==> config.mk <==
export PLATFORM = sky130hd
export DESIGN_NAME = proc_status
export DESIGN_NICKNAME = d
export VERILOG_FILES = /design/src/rtl/proc_status.sv
export SDC_FILE = /design/constraint.sdc
export NUM_CORES = 1
export LEC_CHECK = 0
export ABC_AREA = 1
export BUFFER_PORTS_ARGS = -buffer_cell sky130_fd_sc_hd__buf_2
export CAP_MARGIN = 25
export CORE_ASPECT_RATIO = 1.25
export CORE_UTILIZATION = 39
export CTS_CLUSTER_SIZE = 28
export DETAILED_ROUTE_END_ITERATION = 12
export MAX_ROUTING_LAYER = met4
export PLACE_DENSITY = 0.85
export SETUP_SLACK_MARGIN = 0.02
export SYNTH_ARGS = -nofsm -noshare
export SYNTH_HDL_FRONTEND = slang
export SYNTH_SLANG_ARGS = --single-unit
==> constraint.sdc <==
create_clock -name clk -period 1.15 [get_ports clk]
set_input_delay 0 -clock clk [delete_from_list [all_inputs] [get_ports clk]]
set_output_delay 0 -clock clk [all_outputs]
set_load 0.02 [all_outputs]
==> src/rtl/proc_status.sv <==
module proc_status #(
  parameter int DIR_W = 7
) (
  input  logic               clk,
  input  logic               rst_n,
  input  logic               bus_we,
  input  logic [7:0]         bus_wdata,
  input  logic [2:0]         alu_kind,
  input  logic [7:0]         alu_a,
  input  logic [7:0]         alu_b,
  input  logic [7:0]         alu_res,
  input  logic               upd_z,
  input  logic               upd_dc,
  input  logic               upd_c,
  input  logic               wdt_clr,
  input  logic               sleep,
  input  logic               wdt_tmo,
  input  logic               ind_sel,
  input  logic [DIR_W-1:0]   dir_addr,
  input  logic [DIR_W:0]     ind_ptr,
  output logic [7:0]         status_q,
  output logic [DIR_W+1:0]   mem_addr
);
  localparam logic [2:0] K_ADD = 3'd0;
  localparam logic [2:0] K_SUB = 3'd1;
  localparam logic [2:0] K_RL  = 3'd3;
  localparam logic [2:0] K_RR  = 3'd4;

  logic [2:0] bank_q;
  logic       to_q, pd_q, z_q, dc_q, c_q;

  logic       is_sub, is_arith, flag_lock;
  logic [7:0] b_eff;
  logic [8:0] sum_full;
  logic [4:0] sum_nib;
  logic       z_nx, dc_nx, c_nx;

  assign is_sub   = (alu_kind == K_SUB);
  assign is_arith = (alu_kind == K_ADD) || is_sub;
  assign b_eff    = is_sub ? ~alu_b : alu_b;
  assign sum_full = {1'b0, alu_a} + {1'b0, b_eff} + {8'd0, is_sub};
  assign sum_nib  = {1'b0, alu_a[3:0]} + {1'b0, b_eff[3:0]} + {4'd0, is_sub};
  assign flag_lock = upd_z | upd_dc | upd_c;

  always_comb begin
    z_nx  = z_q;
    dc_nx = dc_q;
    c_nx  = c_q;
    if (!flag_lock && bus_we) begin
      z_nx  = bus_wdata[2];
      dc_nx = bus_wdata[1];
      c_nx  = bus_wdata[0];
    end
    if (upd_z)
      z_nx = (alu_res == 8'd0);
    if (upd_dc && is_arith)
      dc_nx = sum_nib[4];
    if (upd_c) begin
      if (is_arith)
        c_nx = sum_full[8];
      else if (alu_kind == K_RL)
        c_nx = alu_a[7];
      else if (alu_kind == K_RR)
        c_nx = alu_a[0];
    end
  end

  always_ff @(posedge clk or negedge rst_n) begin
    if (!rst_n) begin
      bank_q <= 3'b000;
      to_q   <= 1'b1;
      pd_q   <= 1'b1;
    end else begin
      if (bus_we)
        bank_q <= bus_wdata[7:5];
      if (wdt_tmo)
        to_q <= 1'b0;
      else if (wdt_clr || sleep)
        to_q <= 1'b1;
      if (sleep)
        pd_q <= 1'b0;
      else if (wdt_clr)
        pd_q <= 1'b1;
    end
  end

  always_ff @(posedge clk) begin
    z_q  <= z_nx;
    dc_q <= dc_nx;
    c_q  <= c_nx;
  end

  assign status_q = {bank_q, to_q, pd_q, z_q, dc_q, c_q};
  assign mem_addr = ind_sel ? {bank_q[2], ind_ptr} : {bank_q[1:0], dir_addr};
endmodule


* Word level (Yosys, flattened, before mapping)
Index checks and enable logic that the tools add are counted.
** Operators by class
- Eq/ne operators :: 3
- Bitwise logic cells :: 3
- Mux-type cells :: 15
- Reduce and logical (&&, ||, !) cells :: 11
- Add/sub/neg operators :: 4
** Operators by type and width (count)
- 1-bit two-way mux :: 13
- 8-bit by 8-bit adder with 9-bit output :: 1
- 9-bit by 1-bit adder with 9-bit output :: 1
- 9-bit two-way mux :: 1
- 8-bit zero test :: 1
- 8-bit two-way mux :: 1
- 8-bit inverter :: 1
- 2-bit nonzero test :: 4
- 4-bit by 4-bit adder with 5-bit output :: 1
- 5-bit by 1-bit adder with 5-bit output :: 1
- 3-bit by 1-bit equality test with 1-bit output, second input constant :: 1
- 3-bit by 2-bit equality test with 1-bit output, second input constant :: 1
- 3-bit equality test, second input constant :: 1
- 3-bit zero test :: 1
- 1-bit logical AND :: 2
- 1-bit logical OR :: 2
- 1-bit OR :: 2
- 1-bit zero test :: 1
** Storage, ports and cells
- Bits of input ports :: 60
- Flip-flop bits (word level) :: 8
- Output and inout bits :: 17
- Logic and storage cells :: 42

* Depth between registers and ports, before layout
Gate-level depths: netlist (run 1).
- Depth in word-level cells :: 9
- Depth in mapped cells :: 14
- Mapped depth without buffers :: 14

* Worst setup path before layout (run 1)
Ideal clock, no wire load.
- Path kind :: input port to flip-flop
- Start :: input port alu_kind[1]
- End :: register dc_q (data pin)
- Arrival :: 1.189 ns
- Path slack :: -0.299 ns
- Required time :: 0.890 ns
- Setup time :: 0.260 ns
- Buffers on the path :: 0
- Stages on the path :: 11
- Cell sequence :: inv_1 > nand3_4 > xnor2_1 > ha_1 > inv_1 > nor2_1 > nand2_1 > nand2_1 > nand2_1 > nand2_1 > mux2_4
** On the way
- Longest elaborated chain between the ends :: 5
- Elaborated cells on any way between the ends :: 8
- Those cells by class :: 2 x add/sub; 1 x eq/ne; 2 x mux; 3 x reduce/logical
** Ends and longest elaborated chain
- start: declaration :: RTL line 8 : input logic [2:0] alu_kind,
- 3-bit by 1-bit equality test with 1-bit output :: RTL line 38 : assign is_sub = (alu_kind == K_SUB);
- 8-bit two-way mux :: RTL line 40 : assign b_eff = is_sub ? ~alu_b : alu_b;
- 4-bit by 4-bit adder with 5-bit output :: RTL line 42 : assign sum_nib = {1'b0, alu_a[3:0]} + {1'b0, b_eff[3:0]} + {4'd0, is_sub};
- 5-bit by 1-bit adder with 5-bit output :: RTL line 42
- 1-bit two-way mux * :: RTL line 56 : if (upd_dc && is_arith)
- net dc_nx :: RTL line 36 : logic z_nx, dc_nx, c_nx;
- end signal: assignment :: RTL line 89 : dc_q <= dc_nx;
- end: declaration :: RTL line 30 : logic to_q, pd_q, z_q, dc_q, c_q;
Mark *: on every way through the listed nets, which the timed path passes. The rest lies on a longest branch.
A chain may end at the register's enable or synchronous reset.

* Final worst setup path (run 1)
Ends and elaborated chain as after synthesis.

==> out/qor.txt, run 1 <==
outcome: finished, violations left
failing checks: setup timing
share of cells above drive strength 1: 0.5492
number of global-route vias before repair: 1054
hold path cells: 3
Peak supply drop: 0.0004076 V
average size of a mapped cell: 7.769 um2
post-synthesis cell area: 815.8 um2
GRT Total Usage: 0.2351
H-Tree Depth: 1
Period minus WS final: 1.293 ns
Initial Util: 0.4116
Longest Clk Path Bufs: 2
Fin Setup TNS: -0.2558 ns
Maximum Capacitance Violations: 0
remaining antenna violation count after routing: 0
DR DRC count: 0
dpl cell area: 0.001219 mm2
DR iter-0 viols: 6
final setup vio count: 2
Final WS setup: -0.1429 ns
CTS tree: built
I/O Buffers: 74
DR vias: 1033
Die X: 42.91 um
most frequent cell after synthesis: nand2_1
met1 usage in global routing: 0.2125
Hold Vio Cnt, Final: 0
fin. max-slew vios: 0
cell row count: 18
CP Max Fanout: 5
Min-Delay Path Class: primary input to flop
Die Ht: 53.14 um
DR pass1 iterations: 4
Rel. slew slack: 0.8340
clock tree sinks: 8
leakage: 0.7911 nW
Worst Setup Start Kind: primary input
Area Overhead vs Synth: 70.55%
Crit path arrival time: 1.29 ns
Syn. warnings: 0
Synth Instances: 105
drt wl/cell: 11.41 um
final hold slack: 0.02360 ns
CTS Root Cell: clkbuf_4
CTS clk-pin slew, worst paths: 0.06 ns
unrepaired setup endpoints after global routing: true
hpwl dp: 1890 um
Reg2Reg Depth: 6
RD Place Congestion: 0.7381
Vias/cell: 4.850
first-pass GRT wire length: 3946 um
WP data required: 1.15 ns
fmax: 773.4 MHz
total wire length: 2430 um
final net count: 261
Yosys reg bits: 8
ys async rst share: 0.6250
Most Crowded Layer GR: met2
Most used DFF post-synth: dfrtp_1
crit share post-route: 1.124
critical path capture point type: flop
register area share after synthesis: 0.2546
largest net degree at the start of global routing: 12
# diodes: 0
initial antenna violation count: 0
Worst Skew: 0 ns
Top Ports: 77
GRT Residual Overflow: 0
Final Util: 0.7020
GRT met2 Usage: 0.5000
synth top area cells: mux2_2 11%, ha_1 11%, nand2_1 11%
number of library cell types mapped by synthesis: 23
Worst-Skew Late Latency: 0.25 ns
die footprint: 0.002280 mm2
post-synth top area share: 0.1104
TritonCTS buffer count: 3
crit path kind: primary input to flop
EDFF count, synth: 2
Pwr Total: 0.001075 W
power per cell area: 773.0 mW/mm2
cell area after layout: 0.001391 mm2
M3 GR Usage: 0.02730
net count after synthesis: 172
synth cell count leaders: 23 x nand2_1, 12 x inv_1, 8 x mux2_2
largest area contributor in the netlist: mux2_2
core area: 0.001982 mm2
Least-Margin Pin Slew: 0.2467 ns
==> cell families after synthesis <==
kind of cell    Yosys count  share of synthesized area
compound gates           11                    0.07361
xor+xnor                  7                    0.07515
fa+ha+maj                 7                     0.1074
buf+inv                  19                     0.1120
flops                     8                     0.2546
mux                       9                     0.1288
simple gates             44                     0.2485
==> layout by cell type, fill, tap and decap left out, types with 4 or more instances in the layout <==
master | netlist | layout
buf_2 | 1 | 72
nand2_1 | 23 | 22
inv_1 | 12 | 11
buf_4 | 5 | 9
mux2_2 | 8 | 8
nor2_1 | 7 | 7
ha_1 | 7 | 7
dlygate4sd3_1 | 0 | 7
xnor2_1 | 7 | 6
nand3_1 | 6 | 6
o21ai_0 | 5 | 5
nand2_2 | 3 | 4
a21oi_1 | 5 | 4
==> final cells by class <==
class / instances / area [um2]
clock buffers: 4 / 26.28
fillers: 163 / 590.6
inverters: 13 / 68.82
multi-input cells: 78 / 530.5
flip-flops and latches: 8 / 207.7
well taps: 20 / 25.02
repair buffers: 90 / 533.0
==> sequential cells by signal, indices dropped and copies added, names as in the netlist <==
name and cells:
bank_q 3, to_q 1, z_q 1, c_q 1, pd_q 1, dc_q 1
==> power by group <==
| group | internal, W | switching [W] |
|---|---|---|
| clock | 0.000133 | 0.0000962 |
| sequential | 0.000324 | 0.0000124 |
| combinational | 0.000252 | 0.000258 |
| total | 0.000709 | 0.000367 |
==> worst max-delay path, stage by stage <==
cell	delay, ns
buf_12	0.11
inv_12	0.04
nand3_4	0.11
xnor2_2	0.16
ha_1	0.27
inv_1	0.06
nor2_1	0.03
nand2_1	0.07
nand2_1	0.06
nand2_1	0.07
nand2_2	0.05
mux2_4	0.26
==> final timing paths <==
| kind | from | endpoint | slack [ns] |
|---|---|---|---|
| hold / removal | bus_wdata[2] | z_q | 0.02 |
| setup reg to reg | c_q | c_q | 0.35 |
| hold reg to reg | pd_q | pd_q | 0.51 |
| max in group asynchronous | rst_n | to_q | 0.83 |
| min in group asynchronous | rst_n | bank_q[1] | 0.11 |
| setup / recovery | alu_kind[1] | dc_q | -0.14 |
==> what timing repair did <==
action | CTS | global route
hold endpoints to repair | 10 | 0
buffers inserted | 2 | 3
hold buffers | 7 | 0
resized for setup | 7 | 3
pin swaps | 4 | 8
setup endpoints to repair | 2 | 2
==> routing by layer <==
metal	vias to the layer above	part of all wire
met4	0	0.0016
met2	41	0.58
li1	523	-
met1	467	0.36
met5	-	0
met3	2	0.055
==> metrics by stage <==
| step | worst slack [ns] | instances |
|---|---|---|
| finish | -0.1429 | 213 |
| global route | -0.2166 | 213 |
| CTS | -0.1228 | 210 |
| detailed placement | -0.4619 | 197 |
| global placement | -0.3603 | 197 |
| floorplan | -0.2293 | 105 |
No activity file was read; power rests on OpenSTA's default activity.
==> inputs of run 2 (changes only) <==
- HOLD_SLACK_MARGIN: unset -> 0.05
==> run 2 against run 1 <==
The run still ends with setup timing left. First-iteration DRC count unchanged. Global-route usage down 0.72 points. Worst setup slack better by 0.00050 ns. Clock-buffer cell count stayed put. Routed wire length decreased by 0.99%. Sequential share of layout area shrank 0.32 points. Cell count up 1.4%. Clock skew is the same. Critical endpoint unchanged. Critical path depth unchanged. Sequential cell count stayed put. Non-clock buffer count rose by 3. Register-to-register slack is essentially flat.
==> out/qor.txt, run 2 (synthesis results as in run 1) <==
outcome: finished, violations left
failing checks: setup timing
Pwr Total: 0.001079 W
Maximum Capacitance Violations: 0
CTS tree: built
hpwl dp: 1890 um
Area Overhead vs Synth: 74.23%
initial antenna violation count: 0
critical path capture point type: flop
unrepaired setup endpoints after global routing: true
crit path kind: primary input to flop
GRT Residual Overflow: 0
cell area after layout: 0.001421 mm2
# diodes: 0
Hold Vio Cnt, Final: 0
DR vias: 1036
first-pass GRT wire length: 3815 um
GRT Total Usage: 0.2279
power per cell area: 758.9 mW/mm2
leakage: 0.8036 nW
DR DRC count: 0
cell row count: 18
Die X: 42.91 um
Worst Setup Start Kind: primary input
total wire length: 2406 um
fill count: 164
share of cells above drive strength 1: 0.5408
Period minus WS final: 1.292 ns
TritonCTS buffer count: 3
Least-Margin Pin Slew: 0.2470 ns
Worst-Skew Late Latency: 0.24 ns
Vias/cell: 4.796
Layout Cells excl Fill: 216
Multi-input gate area: 530.5 um2
Min-Delay Path Class: primary input to flop
Longest Clk Path Bufs: 2
Largest Register: bank_q
CP Max Fanout: 5
leading cell type in the layout, fill and taps excluded: buf_2
clock tree sinks: 8
dpl cell area: 0.001219 mm2
DR pass1 iterations: 4
max reg flops: 3
H-Tree Depth: 1
DR iter-0 viols: 6
final net count: 264
Register Area: 207.7 um2
CTS Root Cell: clkbuf_4
number of global-route vias before repair: 1028
crit share post-route: 1.124
fmax: 773.7 MHz
fin. max-slew vios: 0
die footprint: 0.002280 mm2
I/O Buffers: 74
remaining antenna violation count after routing: 0
placed insts: 197
Final WS setup: -0.1424 ns
Initial Util: 0.4116
CTS clk-pin slew, worst paths: 0.06 ns
largest net degree at the start of global routing: 12
WP data required: 1.15 ns
drt wl/cell: 11.14 um
Worst Skew: 0 ns
Top Ports: 77
Rel. slew slack: 0.8338
Peak supply drop: 0.0004052 V
final setup vio count: 2
Die Ht: 53.14 um
RD Place Congestion: 0.7381
commonest cells after routing, fill and taps aside: 72 x buf_2, 22 x nand2_1, 11 x inv_1, 10 x dlygate4sd3_1, 9 x buf_4
Crit path arrival time: 1.29 ns
core area: 0.001982 mm2
-- run 2: changes by cell type in the layout (fill, tap and decap cells not counted), sizes merged --
| cell | change |
|---|---|
| dlygate4sd3 | +3 |
-- run 2: metal layers --
layer,track usage,wire (um),vias to the layer above
met5,-,0,-
met4,0.06250,4,0
met3,0.02730,126,2
met2,0.4747,1376,41
met1,0.2129,898,465
li1,-,-,528
-- run 2: worst max-delay path, stage by stage --
cell,delay [ns]
buf_12,0.11
inv_12,0.04
nand3_4,0.11
xnor2_2,0.16
ha_1,0.27
inv_1,0.06
nor2_1,0.03
nand2_1,0.07
nand2_1,0.06
nand2_1,0.07
nand2_2,0.05
mux2_4,0.26
-- run 2: metrics by stage --
stage	utilization	hold slack, ns	setup TNS, ns	worst slack (ns)
after global routing	0.7172	0.07833	-0.4082	-0.2166
after detailed placement	0.6149	-0.1817	-0.7816	-0.4619
final	0.7172	0.05304	-0.2559	-0.1424
after global placement	0.6149	-0.1883	-0.6502	-0.3603
after floorplan	-	-0.2956	-0.2341	-0.2293
after CTS	0.7001	0.05114	-0.1228	-0.1228
-- run 2: layout make-up --
| class | instances | share of cell area |
|---|---|---|
| Tap cell | 20 | 0.01761 |
| Sequential cell | 8 | 0.1461 |
| Clock buffer | 4 | 0.01849 |
| Multi-Input combinational cell | 78 | 0.3732 |
| Timing Repair Buffer | 93 | 0.3961 |
| Inverter | 13 | 0.04842 |
-- run 2: timing repair --
action                                 4_1_cts  5_1_grt
setup buffers                                2        3
endpoints found under the hold margin       13        0
pin swaps                                    4        8
resized for setup                            7        3
hold buffers                                10        0
setup endpoints to repair                    2        2
-- run 2: power by group --
group	switching [W]	leakage (nW)	total, W	internal [W]
registers	0.0000126	0.0843	0.000336	0.000324
clock network	0.0000923	0.0150	0.000225	0.000133
logic	0.000259	0.704	0.000517	0.000259
-- run 2: worst paths after layout --
kind | from | endpoint | slack [ns] | cells after the start
max in group asynchronous | rst_n | to_q | 0.83 | 2
min in group asynchronous | rst_n | bank_q[1] | 0.11 | 2
worst max register to register | c_q | c_q | 0.35 | 6
worst min-delay path | bus_we | bank_q[0] | 0.05 | 2
worst min register to register | pd_q | pd_q | 0.53 | 2
worst max-delay path | alu_kind[1] | dc_q | -0.14 | 12
